$ cat src/rtl/rset_pkg.sv
package rset_pkg;

  typedef enum logic [1:0] {
    ST_IDLE     = 2'd0,
    ST_WAIT_EOI = 2'd1,
    ST_COUNT    = 2'd2
  } rset_state_e;

  typedef enum logic [1:0] {
    SEL_SHORT = 2'b00,
    SEL_MID   = 2'b01,
    SEL_LONG  = 2'b10,
    SEL_EOI   = 2'b11
  } rset_sel_e;

endpackage

$ cat src/rtl/rset_rstsync.sv
module rset_rstsync #(
  parameter int STAGES = 2
) (
  input  logic clk,
  input  logic rst_n,
  output logic rst_sync_n
);

  logic [STAGES-1:0] sync_q;

  always_ff @(posedge clk or negedge rst_n) begin
    if (!rst_n) sync_q <= '0;
    else        sync_q <= {sync_q[STAGES-2:0], 1'b1};
  end

  assign rst_sync_n = sync_q[STAGES-1];

endmodule

$ cat src/rtl/rset_prescale.sv
module rset_prescale #(
  parameter int UNIT_CYCLES = 4
) (
  input  logic clk,
  input  logic rst_n,
  input  logic restart,
  input  logic run,
  output logic tick
);

  localparam int PW = (UNIT_CYCLES > 1) ? $clog2(UNIT_CYCLES) : 1;
  localparam logic [PW-1:0] LAST = PW'(UNIT_CYCLES - 1);

  logic [PW-1:0] pre_q, pre_d;
  logic          pre_en;

  always_comb begin
    pre_en = 1'b0;
    pre_d  = pre_q;
    if (restart) begin
      pre_en = 1'b1;
      pre_d  = '0;
    end else if (run) begin
      pre_en = 1'b1;
      pre_d  = (pre_q == LAST) ? '0 : pre_q + 1'b1;
    end
  end

  always_ff @(posedge clk or negedge rst_n) begin
    if (!rst_n)      pre_q <= '0;
    else if (pre_en) pre_q <= pre_d;
  end

  assign tick = run && !restart && (pre_q == LAST);

  generate
    if (UNIT_CYCLES > 1) begin : g_gap
      assert_tick_gap_R3: assert property (@(posedge clk) disable iff (!rst_n)
        tick |=> !tick)
        else $error("prescaler ticked twice in a row");
    end
  endgenerate

endmodule

$ cat src/rtl/rset_dursel.sv
module rset_dursel #(
  parameter int QUARTERS_PER_MS = 4,
  parameter int SHORT_MS        = 2,
  parameter int MID_MS          = 64,
  parameter int LONG_MS         = 1000,
  parameter int CW              = 12
) (
  input  logic [1:0]    sel,
  output logic [CW-1:0] units,
  output logic          is_eoi
);
  import rset_pkg::*;

  localparam logic [CW-1:0] SHORT_U = CW'(SHORT_MS * QUARTERS_PER_MS);
  localparam logic [CW-1:0] MID_U   = CW'(MID_MS * QUARTERS_PER_MS);
  localparam logic [CW-1:0] LONG_U  = CW'(LONG_MS * QUARTERS_PER_MS);

  always_comb begin
    is_eoi = 1'b0;
    unique case (rset_sel_e'(sel))
      SEL_SHORT: units = SHORT_U;
      SEL_MID:   units = MID_U;
      SEL_LONG:  units = LONG_U;
      default: begin
        units  = '0;
        is_eoi = 1'b1;
      end
    endcase
  end

endmodule

$ cat src/rtl/rset_ctrl.sv
module rset_ctrl #(
  parameter int CW = 12
) (
  input  logic          clk,
  input  logic          rst_n,
  input  logic          en,
  input  logic          wake,
  input  logic          eoi,
  input  logic          is_eoi_sel,
  input  logic [CW-1:0] load_units,
  input  logic [CW-1:0] eoi_units,
  input  logic          tick,
  output logic          restart,
  output logic          run,
  output logic          active,
  output logic          expire
);
  import rset_pkg::*;

  rset_state_e   state_q, state_d;
  logic [CW-1:0] cnt_q, cnt_d;
  logic          cnt_en;
  logic          exp_q, exp_d;

  always_comb begin
    state_d = state_q;
    cnt_d   = cnt_q;
    cnt_en  = 1'b0;
    exp_d   = 1'b0;
    restart = 1'b0;
    if (!en) begin
      state_d = ST_IDLE;
    end else if (wake) begin
      if (is_eoi_sel) begin
        state_d = ST_WAIT_EOI;
      end else begin
        state_d = ST_COUNT;
        cnt_d   = load_units;
        cnt_en  = 1'b1;
        restart = 1'b1;
      end
    end else if (state_q == ST_WAIT_EOI && eoi) begin
      state_d = ST_COUNT;
      cnt_d   = eoi_units;
      cnt_en  = 1'b1;
      restart = 1'b1;
    end else if (state_q == ST_COUNT && tick) begin
      cnt_en = 1'b1;
      if (cnt_q == CW'(1)) begin
        state_d = ST_IDLE;
        cnt_d   = '0;
        exp_d   = 1'b1;
      end else begin
        cnt_d = cnt_q - 1'b1;
      end
    end
  end

  always_ff @(posedge clk or negedge rst_n) begin
    if (!rst_n) begin
      state_q <= ST_IDLE;
      exp_q   <= 1'b0;
    end else begin
      state_q <= state_d;
      exp_q   <= exp_d;
    end
  end

  always_ff @(posedge clk or negedge rst_n) begin
    if (!rst_n)      cnt_q <= '0;
    else if (cnt_en) cnt_q <= cnt_d;
  end

  assign run    = (state_q == ST_COUNT);
  assign active = (state_q != ST_IDLE);
  assign expire = exp_q;

  assert_disable_idle_R10: assert property (@(posedge clk) disable iff (!rst_n)
    !en |=> (state_q == ST_IDLE && !exp_q))
    else $error("enable low did not abort the hold");

  assert_pulse_single_R9: assert property (@(posedge clk) disable iff (!rst_n)
    exp_q |=> !exp_q)
    else $error("expiry pulse longer than one cycle");

  assert_pulse_clears_R9: assert property (@(posedge clk) disable iff (!rst_n)
    exp_q |-> state_q == ST_IDLE)
    else $error("still active while expiring");

  assert_eoi_hold_R6: assert property (@(posedge clk) disable iff (!rst_n)
    (state_q == ST_WAIT_EOI && en && !eoi) |=> state_q == ST_WAIT_EOI)
    else $error("left EOI wait without a strobe");

  assert_fixed_restart_R7: assert property (@(posedge clk) disable iff (!rst_n)
    (en && wake && !is_eoi_sel) |=> (state_q == ST_COUNT && cnt_q == $past(load_units)))
    else $error("wake did not reload full period");

  assert_idle_quiet_R11: assert property (@(posedge clk) disable iff (!rst_n)
    (state_q == ST_IDLE && !wake) |=> state_q == ST_IDLE)
    else $error("left idle without a wake strobe");

endmodule

$ cat src/rtl/resume_event_timer.sv
module resume_event_timer #(
  parameter int UNIT_CYCLES     = 4,
  parameter int QUARTERS_PER_MS = 4,
  parameter int SHORT_MS        = 2,
  parameter int MID_MS          = 64,
  parameter int LONG_MS         = 1000,
  parameter int EOI_QUARTERS    = 1
) (
  input  logic       clk,
  input  logic       rst_n,
  input  logic       tmr_en,
  input  logic [1:0] dur_sel,
  input  logic       wake_evt,
  input  logic       eoi_strobe,
  output logic       evt_active,
  output logic       expire_pulse
);

  localparam int CW = $clog2(LONG_MS * QUARTERS_PER_MS + 1);
  localparam logic [CW-1:0] EOI_U = CW'(EOI_QUARTERS);

  logic          rst_sync_n;
  logic [CW-1:0] load_units;
  logic          is_eoi;
  logic          restart, run, tick;

  rset_rstsync #(.STAGES(2)) u_rst (
    .clk        (clk),
    .rst_n      (rst_n),
    .rst_sync_n (rst_sync_n)
  );

  rset_dursel #(
    .QUARTERS_PER_MS (QUARTERS_PER_MS),
    .SHORT_MS        (SHORT_MS),
    .MID_MS          (MID_MS),
    .LONG_MS         (LONG_MS),
    .CW              (CW)
  ) u_dur (
    .sel    (dur_sel),
    .units  (load_units),
    .is_eoi (is_eoi)
  );

  rset_prescale #(.UNIT_CYCLES(UNIT_CYCLES)) u_pre (
    .clk     (clk),
    .rst_n   (rst_sync_n),
    .restart (restart),
    .run     (run),
    .tick    (tick)
  );

  rset_ctrl #(.CW(CW)) u_ctrl (
    .clk        (clk),
    .rst_n      (rst_sync_n),
    .en         (tmr_en),
    .wake       (wake_evt),
    .eoi        (eoi_strobe),
    .is_eoi_sel (is_eoi),
    .load_units (load_units),
    .eoi_units  (EOI_U),
    .tick       (tick),
    .restart    (restart),
    .run        (run),
    .active     (evt_active),
    .expire     (expire_pulse)
  );

endmodule

$ cat config.mk
export PLATFORM = sky130hd
export DESIGN_NAME = resume_event_timer
export DESIGN_NICKNAME = d
export VERILOG_FILES = /design/src/rtl/rset_pkg.sv /design/src/rtl/rset_rstsync.sv /design/src/rtl/rset_prescale.sv /design/src/rtl/rset_dursel.sv /design/src/rtl/rset_ctrl.sv /design/src/rtl/resume_event_timer.sv
export SDC_FILE = /design/constraint.sdc
export NUM_CORES = 1
export LEC_CHECK = 0
export BUFFER_PORTS_ARGS = -buffer_cell sky130_fd_sc_hd__clkbuf_2
export CAP_MARGIN = 15
export CORE_MARGIN = 1
export CORE_UTILIZATION = 60
export DETAILED_ROUTE_END_ITERATION = 16
export GPL_ROUTABILITY_DRIVEN = 0
export PLACE_DENSITY = 0.88
export REMOVE_ABC_BUFFERS = 1
export SYNTH_ARGS = -nofsm -noshare
export SYNTH_HDL_FRONTEND = slang
export SYNTH_SLANG_ARGS = --single-unit
$ cat constraint.sdc
create_clock -name clk -period 1.26 [get_ports clk]
set_input_delay 0 -clock clk [delete_from_list [all_inputs] [get_ports clk]]
set_output_delay 0 -clock clk [all_outputs]
set_load 0.03 [all_outputs]
==> results of run 1 <==
[what timing repair did]
action	in CTS
buffers inserted	6
endpoints found under the setup margin	16
hold buffers	3
resized for setup	34
pin swaps	12
hold endpoints to repair	3
[cells in the mapped netlist (all sizes together)]
cell type	count	area [um2]
or3b	1	8.76
conb	1	3.75
or4	1	7.51
buf	1	11.3
ha	6	75.1
nor2b	2	12.5
o31ai	1	7.51
a21boi	1	7.51
nor3b	1	7.51
and3b	2	21.3
o21bai	1	7.51
nand3b	2	15.0
nand4	1	6.26
a211oi	1	7.51
inv	5	18.8
a21oi	7	35.0
or2	3	18.8
or3	2	12.5
o211ai	1	7.51
o311ai	1	8.76
o31a	1	17.5
nor2	6	22.5
o2bb2ai	1	8.76
a311oi	1	15.0
nand2b	2	12.5
nor4	1	21.3
o21ai	8	40.0
nand3	4	20.0
o22a	4	35.0
or2b	1	7.51
clkbuf	1	3.75
dfrtp	19	475
a22o	2	17.5
and2	2	15.0
o22ai	1	6.26
nor3	7	40.0
mux2i	2	20.0
nor4b	1	15.0
nand2	8	32.5
o21a	4	30.0
[through the flow]
| stage | util (%) | hold slack (ns) |
|---|---|---|
| 2_1_floorplan | - | -0.296 |
| 3_3_place_gp | 82.3 | -0.215 |
| 3_5_place_dp | 82.3 | -0.210 |
| 4_1_cts | 95.2 | 0.0182 |
[kinds of logic after synthesis]
family / Yosys count / share of synthesized area, %
AO/OA/AOI/OAI: 35 / 21.8
AND/OR/NAND/NOR: 47 / 25.7
multiplexers: 2 / 1.73
adder cells (fa/ha/maj): 6 / 6.49
other: 1 / 0.324
buffers and inverters: 7 / 2.92
flip-flops: 19 / 41.1
==> impl_metrics.csv, run 1 <==
group,metric,value,unit
floorplan,placementRows,15,
grt,grt_max_degree,18,
place,post-place-ws,-0.627,ns
sta,grt-worst-endpoint,"u_ctrl.cnt_q[4]$_DFFE_PN0P_/D",
floorplan,fp.dieH,45.9,um
place,portBuffers,8,
clocking,cts_buffer_depth,2,
synth,synth_area_per_cell,9.88,um2
synth,synth-seq-area-share,41.1,%
synth,post_synth_num_cell_types,46,
run_status,failing_step,"global routing (5_1_grt)",
floorplan,die_width,45.9,um
place,post-dp-hpwl,2470,um
synth,netlist_area,0.00116,mm2
clocking,cts_sinks,19,
floorplan,pin_count,9,
clocking,root_buffer,"clkbuf_4",
sta,worstEndpointType,"register data pin",
synth,ys_warn_count,0,
run_status,outcome,"stopped before the end",
clocking,cts_made_buffers,3,
clocking,htree_levels,1,
place,dpl_cell_area,0.00145,mm2
floorplan,start_util,65.5,%
synth,synth-seq-cells,19,
run_status,error,"[ERROR DPL-0038] Utilization greater than 100%, impossible to legalize",
synth,syn_inst,117,
place,place_inst,180,
==> run 2: changes to the inputs <==
CORE_AREA = 2 2 63 65   (was unset)
CORE_MARGIN = unset   (was 1)
CORE_UTILIZATION = unset   (was 60)
DIE_AREA = 0 0 65 67   (was unset)
PLACE_DENSITY = unset   (was 0.88)
PLACE_DENSITY_LB_ADDON = 0.15   (was unset)
==> impl_metrics.csv, run 2 <==
group,metric,value,unit
run_status,outcome,"complete, but fails checks",
run_status,violations,"negative setup slack",
synth,async_flop_share,100,%
synth,synth_common_cells,"19 x dfrtp_1, 7 x a21oi_1, 7 x nand2_1, 7 x o21ai_0",
clocking,worst_skew_pair.late_latency,0.26,ns
finish,ff_latch_area,477,um2
finish,area_growth,57.8,%
min_path,hold_path.class,"primary input to flip-flop",
synth,netlist_area,0.00116,mm2
setup_path,crit_path_max_fanout,3,
synth,synth_area_per_cell,9.88,um2
floorplan,pin_count,9,
synth,synth_top_flop_cell,"dfrtp_1",
synth,ys_warn_count,0,
clocking,path_clk_slew,0.08,ns
setup_path,r2r_cells,9,
drt,num_vias,1088,
finish,multi_input_area,795,um2
finish,regMostFlops,"u_ctrl.cnt_q",
synth,synth_edf_count,0,
grt,grt_pass1_vias,1127,
finish,num-fill-cells,322,
clocking,cts_made_buffers,3,
sta,fin_crit,1.77,ns
place,post-dp-hpwl,2060,um
clocking,htree_levels,1,
run,drv_cap,0,
pwr,peakVddDrop,682,uV
drt,drc,0,
setup_path,reg2reg_from,"u_ctrl.cnt_q[0]",
sta,setup_viol,14,
synth,post_synth_num_cell_types,46,
synth,syn_inst,117,
sta,finClkSkew,0.00493,ns
finish,largest_reg_flops,12,
synth,yosysTopAreaCellShare,41.1,%
place,portBuffers,8,
place,post-place-ws,-0.539,ns
clocking,root_buffer,"clkbuf_8",
floorplan,fp.dieArea,0.00436,mm2
finish,nets,187,
sta,timing.fmax,564,MHz
floorplan,die_width,65,um
synth,yosysTopAreaCell,"dfrtp_1",
place,dpl_cell_area,0.00149,mm2
sta,rsz0062_at_grt,"true",
setup_path,setup.worst_path.start_class,"flip-flop",
min_path,min_path_cells,2,
grt,grt_max_degree,18,
finish,finalInstanceArea,0.00182,mm2
drt,wl_per_cell,13.5,um
synth,synthTopCellsByArea,"dfrtp_1 41%, ha_1 6.5%, a21oi_1 3.0%, o21ai_0 3.0%, o22a_1 3.0%",
drt,first_pass_iters,4,
min_path,hold_start,"tmr_en",
drt,drtIter0Drc,26,
setup_path,critPathArrivalTime,1.92,ns
grt,track_usage,15.3,%
sta,tightest_slew,0.570,ns
floorplan,start_util,32.1,%
clocking,cts_sinks,19,
floorplan,fp.dieH,67,um
drt,viasPerCell,4.92,
setup_path,cp-end-kind,"flip-flop",
min_path,worstHoldEndpoint,"u_ctrl.state_q[0]",
sta,drv_slew,0,
finish,mostFrequentLayoutCells,"39 x buf_4, 18 x dfrtp_1, 7 x a21oi_1, 7 x clkbuf_2, 6 x o21ai_0",
clocking,cts_buffer_depth,2,
sta,period_share,141,%
grt,grt_pass1_wl,5050,um
clocking,cts_tree,"yes",
floorplan,coreArea,0.00361,mm2
setup_path,rrSetupSlack,-0.51,ns
setup_path,r2r-end,"u_ctrl.cnt_q[0]",
synth,synth-seq-cells,19,
pwr,p_per_area,1390,mW/mm2
sta,slew_headroom,61.6,%
sta,finalHoldViolCount,0,
pwr,p_leak,0.805,nW
finish,final_common_cell,"buf_4",
drt,drt-total-wl,2980,um
grt,antenna_found_initial,0,
floorplan,placementRows,22,
setup_path,cp-startpoint,"u_ctrl.cnt_q[0]",
grt,overflow,0,
finish,drive_gt1_share,51.4,%
drt,detail-route-antenna-nets,0,
synth,yosysMostFrequentCell,"dfrtp_1",
synth,synth-seq-area-share,41.1,%
sta,layout_setup_ws,-0.512,ns
setup_path,critPathKind,"flip-flop to flip-flop",
setup_path,cp.required,1.41,ns
finish,num_antenna_cells,0,
[run 2: cell families (layout without fill, tap and decap cells)]
family / Yosys count / after routing / synth area share [%]
simple gates: 47 / 47 / 25.7
mux: 2 / 2 / 1.73
compound gates: 35 / 35 / 21.8
buf+inv: 7 / 63 / 2.92
flops: 19 / 19 / 41.1
fa+ha+maj: 6 / 6 / 6.49
other cells: 1 / 1 / 0.324
[run 2: how the worst max path moves through the flow]
stage                      endpoint  slack [ns]  depth (start not counted)
floorplan           u_ctrl.cnt_q[8]       -0.51                          7
global placement    u_ctrl.cnt_q[0]       -0.52                          9
detailed placement  u_ctrl.cnt_q[7]       -0.54                          9
CTS                 u_ctrl.cnt_q[8]       -0.54                          7
global route        u_ctrl.cnt_q[8]       -0.59                          7
finish              u_ctrl.cnt_q[0]       -0.51                          9
[run 2: layer usage]
| metal | vias to the layer above | track usage, % | share of wire [%] |
|---|---|---|---|
| met1 | 523 | 17.8 | 45 |
| met3 | 9 | 3.21 | 1.9 |
| met4 | 0 | 7.18 | 2.8 |
| met5 | - | 0 | 0 |
| li1 | 542 | - | - |
| met2 | 14 | 26.7 | 51 |
[run 2: per-stage QoR]
stage          hold WS, ns  util (%)  total power [mW]  TNS, ns  cells
5_1_grt             0.0251      50.6              2.69    -7.52    221
2_1_floorplan       -0.296         -              1.30    -4.38    115
6_report           0.00934      50.6              2.53    -6.55    221
4_1_cts             0.0109      47.5              2.34    -6.28    217
3_3_place_gp        -0.214      41.4              1.67    -6.86    203
3_5_place_dp        -0.213      41.4              1.69    -7.12    203
[run 2: worst max-delay path, stage by stage, from the launching register on]
cell and delay, ns:
dfrtp_1 0.42, buf_6 0.13, ha_4 0.12, nor4b_4 0.26, buf_4 0.18, nand3_2 0.09
buf_6 0.16, a21oi_1 0.12, or3_1 0.12, o21ai_0 0.07
[run 2: what timing repair did]
item,4_1_cts,5_1_grt
pin swaps,5,5
setup buffers,9,4
gates resized for setup,25,17
setup endpoints to repair,15,16
hold buffers,1,0
endpoints found under the hold margin,2,0
[run 2: final cells by class]
type | count | area share, %
clock buffer | 3 | 2.26
clock inverter | 1 | 0.274
inverter | 5 | 1.03
multi-input combinational | 91 | 43.6
sequential | 19 | 26.1
tap | 48 | 3.29
timing repair buffer | 54 | 23.5
[run 2: power breakdown]
part | switching (mW) | internal, mW
clock | 0.234 | 0.221
sequential | 0.174 | 0.753
combinational | 0.503 | 0.644
No activity file was read; power rests on OpenSTA's default activity.
==> run 3: changes to the inputs <==
clock period = 1.75 ns   (was 1.26 ns; I/O delays follow)
==> impl_metrics.csv, run 3 (same netlist as run 2, synthesis figures left out) <==
group,metric,value,unit
clocking,htree_levels,1,
sta,layout_setup_ws,-0.0391,ns
min_path,min_path_cells,2,
setup_path,crit_path_max_fanout,3,
clocking,root_buffer,"clkbuf_8",
setup_path,path_depth,7,
sta,finalHoldViolCount,0,
pwr,p_per_area,1040,mW/mm2
drt,viasPerCell,4.98,
setup_path,crit_chain,"inv_2 > ha_4 > or3b_4 > or2_4 > nor3_4 > a21oi_2 > o22a_1",
floorplan,fp.dieH,67,um
drt,first_pass_iters,4,
grt,overflow,0,
finish,regMostFlops,"u_ctrl.cnt_q",
finish,finalInstanceArea,0.00152,mm2
floorplan,die_width,65,um
finish,mostFrequentLayoutCells,"20 x buf_4, 19 x dfrtp_1, 8 x clkbuf_2",
setup_path,critPathKind,"flip-flop to flip-flop",
floorplan,pin_count,9,
floorplan,coreArea,0.00361,mm2
run_status,outcome,"complete, but fails checks",
finish,final_common_cell,"buf_4",
finish,nets,162,
place,dpl_cell_area,0.00136,mm2
finish,num_antenna_cells,0,
sta,finClkSkew,0.00342,ns
setup_path,slowest_delay,0.41,ns
drt,detail-route-antenna-nets,0,
grt,track_usage,14.1,%
finish,multi_input_area,716,um2
grt,antenna_found_initial,0,
clocking,path_clk_slew,0.08,ns
clocking,cts_tree,"yes",
setup_path,crit_buf_inv,1,
floorplan,placementRows,22,
setup_path,rrSetupSlack,-0.04,ns
run,drv_cap,0,
drt,drt-total-wl,2560,um
setup_path,critPathSlowestCell,"dfrtp_1",
pwr,peakVddDrop,420,uV
finish,area_growth,31.2,%
sta,fin_crit,1.79,ns
setup_path,r2r_cells,7,
setup_path,cp-end-kind,"flip-flop",
clocking,cts_buffer_depth,2,
clocking,cts_made_buffers,3,
clocking,worst_skew_pair.late_latency,0.26,ns
sta,setup_viol,3,
finish,drive_gt1_share,36.5,%
grt,grt_max_degree,18,
finish,ff_latch_area,475,um2
setup_path,cp.required,1.90,ns
min_path,hold_path.class,"primary input to flip-flop",
drt,drtIter0Drc,17,
sta,period_share,102,%
floorplan,start_util,32.1,%
setup_path,critPathTopFamily,"simple AND/OR/NAND/NOR gates",
setup_path,critPathArrivalTime,1.94,ns
pwr,power,1.58,mW
sta,timing.fmax,559,MHz
sta,rsz0062_at_grt,"true",
place,post-dp-hpwl,1880,um
sta,tns,-0.0628,ns
grt,grt_pass1_wl,4640,um
finish,final_cells,196,
grt,grt_pass1_vias,1005,
sta,drv_slew,0,
drt,wl_per_cell,13.0,um
place,portBuffers,8,
place,place_inst,187,
clocking,cts_sinks,19,
floorplan,fp.dieArea,0.00436,mm2
setup_path,setup.worst_path.start_class,"flip-flop",
drt,drc,0,
run_status,violations,"negative setup slack",
finish,num-fill-cells,364,
pwr,p_leak,0.659,nW
drt,num_vias,976,
finish,largest_reg_flops,12,
sta,hold_ws,0.0164,ns
[run 3: power by group]
group / switching, mW / internal [mW] / total [mW]
combinational: 0.274 / 0.321 / 0.595
sequential: 0.127 / 0.541 / 0.668
clock: 0.154 / 0.158 / 0.313
total: 0.555 / 1.02 / 1.58
[run 3: layer usage]
metal  track usage (%)  vias up  routed length (um)
met4              5.59        0                  44
li1                  -      491                   -
met1              17.8      468                1240
met2              24.1       12                1220
met5                 0        -                   0
met3              2.03        5                  52
[run 3: layout make-up]
class,count,area share (%)
well taps,48,3.96
multi-input cells,91,47.2
clock buffers,3,2.72
flip-flops and latches,19,31.4
inverters,5,1.24
repair buffers,29,13.2
clock inverters,1,0.330
[run 3: worst reg2reg max path, cell delays in order, from the launching register on]
cell and delay, ns:
dfrtp_1 0.41, inv_2 0.09, ha_4 0.13, or3b_4 0.38, or2_4 0.26, nor3_4 0.18, a21oi_2 0.07, o22a_1 0.15
[run 3: worst paths after layout]
check	startpoint	end
hold reg to reg	u_rst.sync_q[1]	u_ctrl.cnt_q[9]
setup / recovery	u_ctrl.cnt_q[0]	u_ctrl.cnt_q[10]
max in group asynchronous	u_rst.sync_q[1]	u_ctrl.cnt_q[4]
setup reg to reg	u_ctrl.cnt_q[0]	u_ctrl.cnt_q[10]
hold / removal	tmr_en	u_ctrl.state_q[0]
min in group asynchronous	rst_n	u_rst.sync_q[1]
[run 3: metrics by stage]
step	util, %	setup WS, ns
after floorplan	-	-0.0176
after global placement	37.8	-0.00753
after detailed placement	37.8	-0.0703
after CTS	40.7	-0.0114
after global routing	42.1	-0.109
final	42.1	-0.0391
[run 3: repair_timing]
item | CTS | global route
setup endpoints to repair | 11 | 14
hold buffers | 1 | 0
pin swaps | 2 | 1
buffers inserted | 0 | 4
endpoints found under the hold margin | 2 | 0
resized for setup | 14 | 4
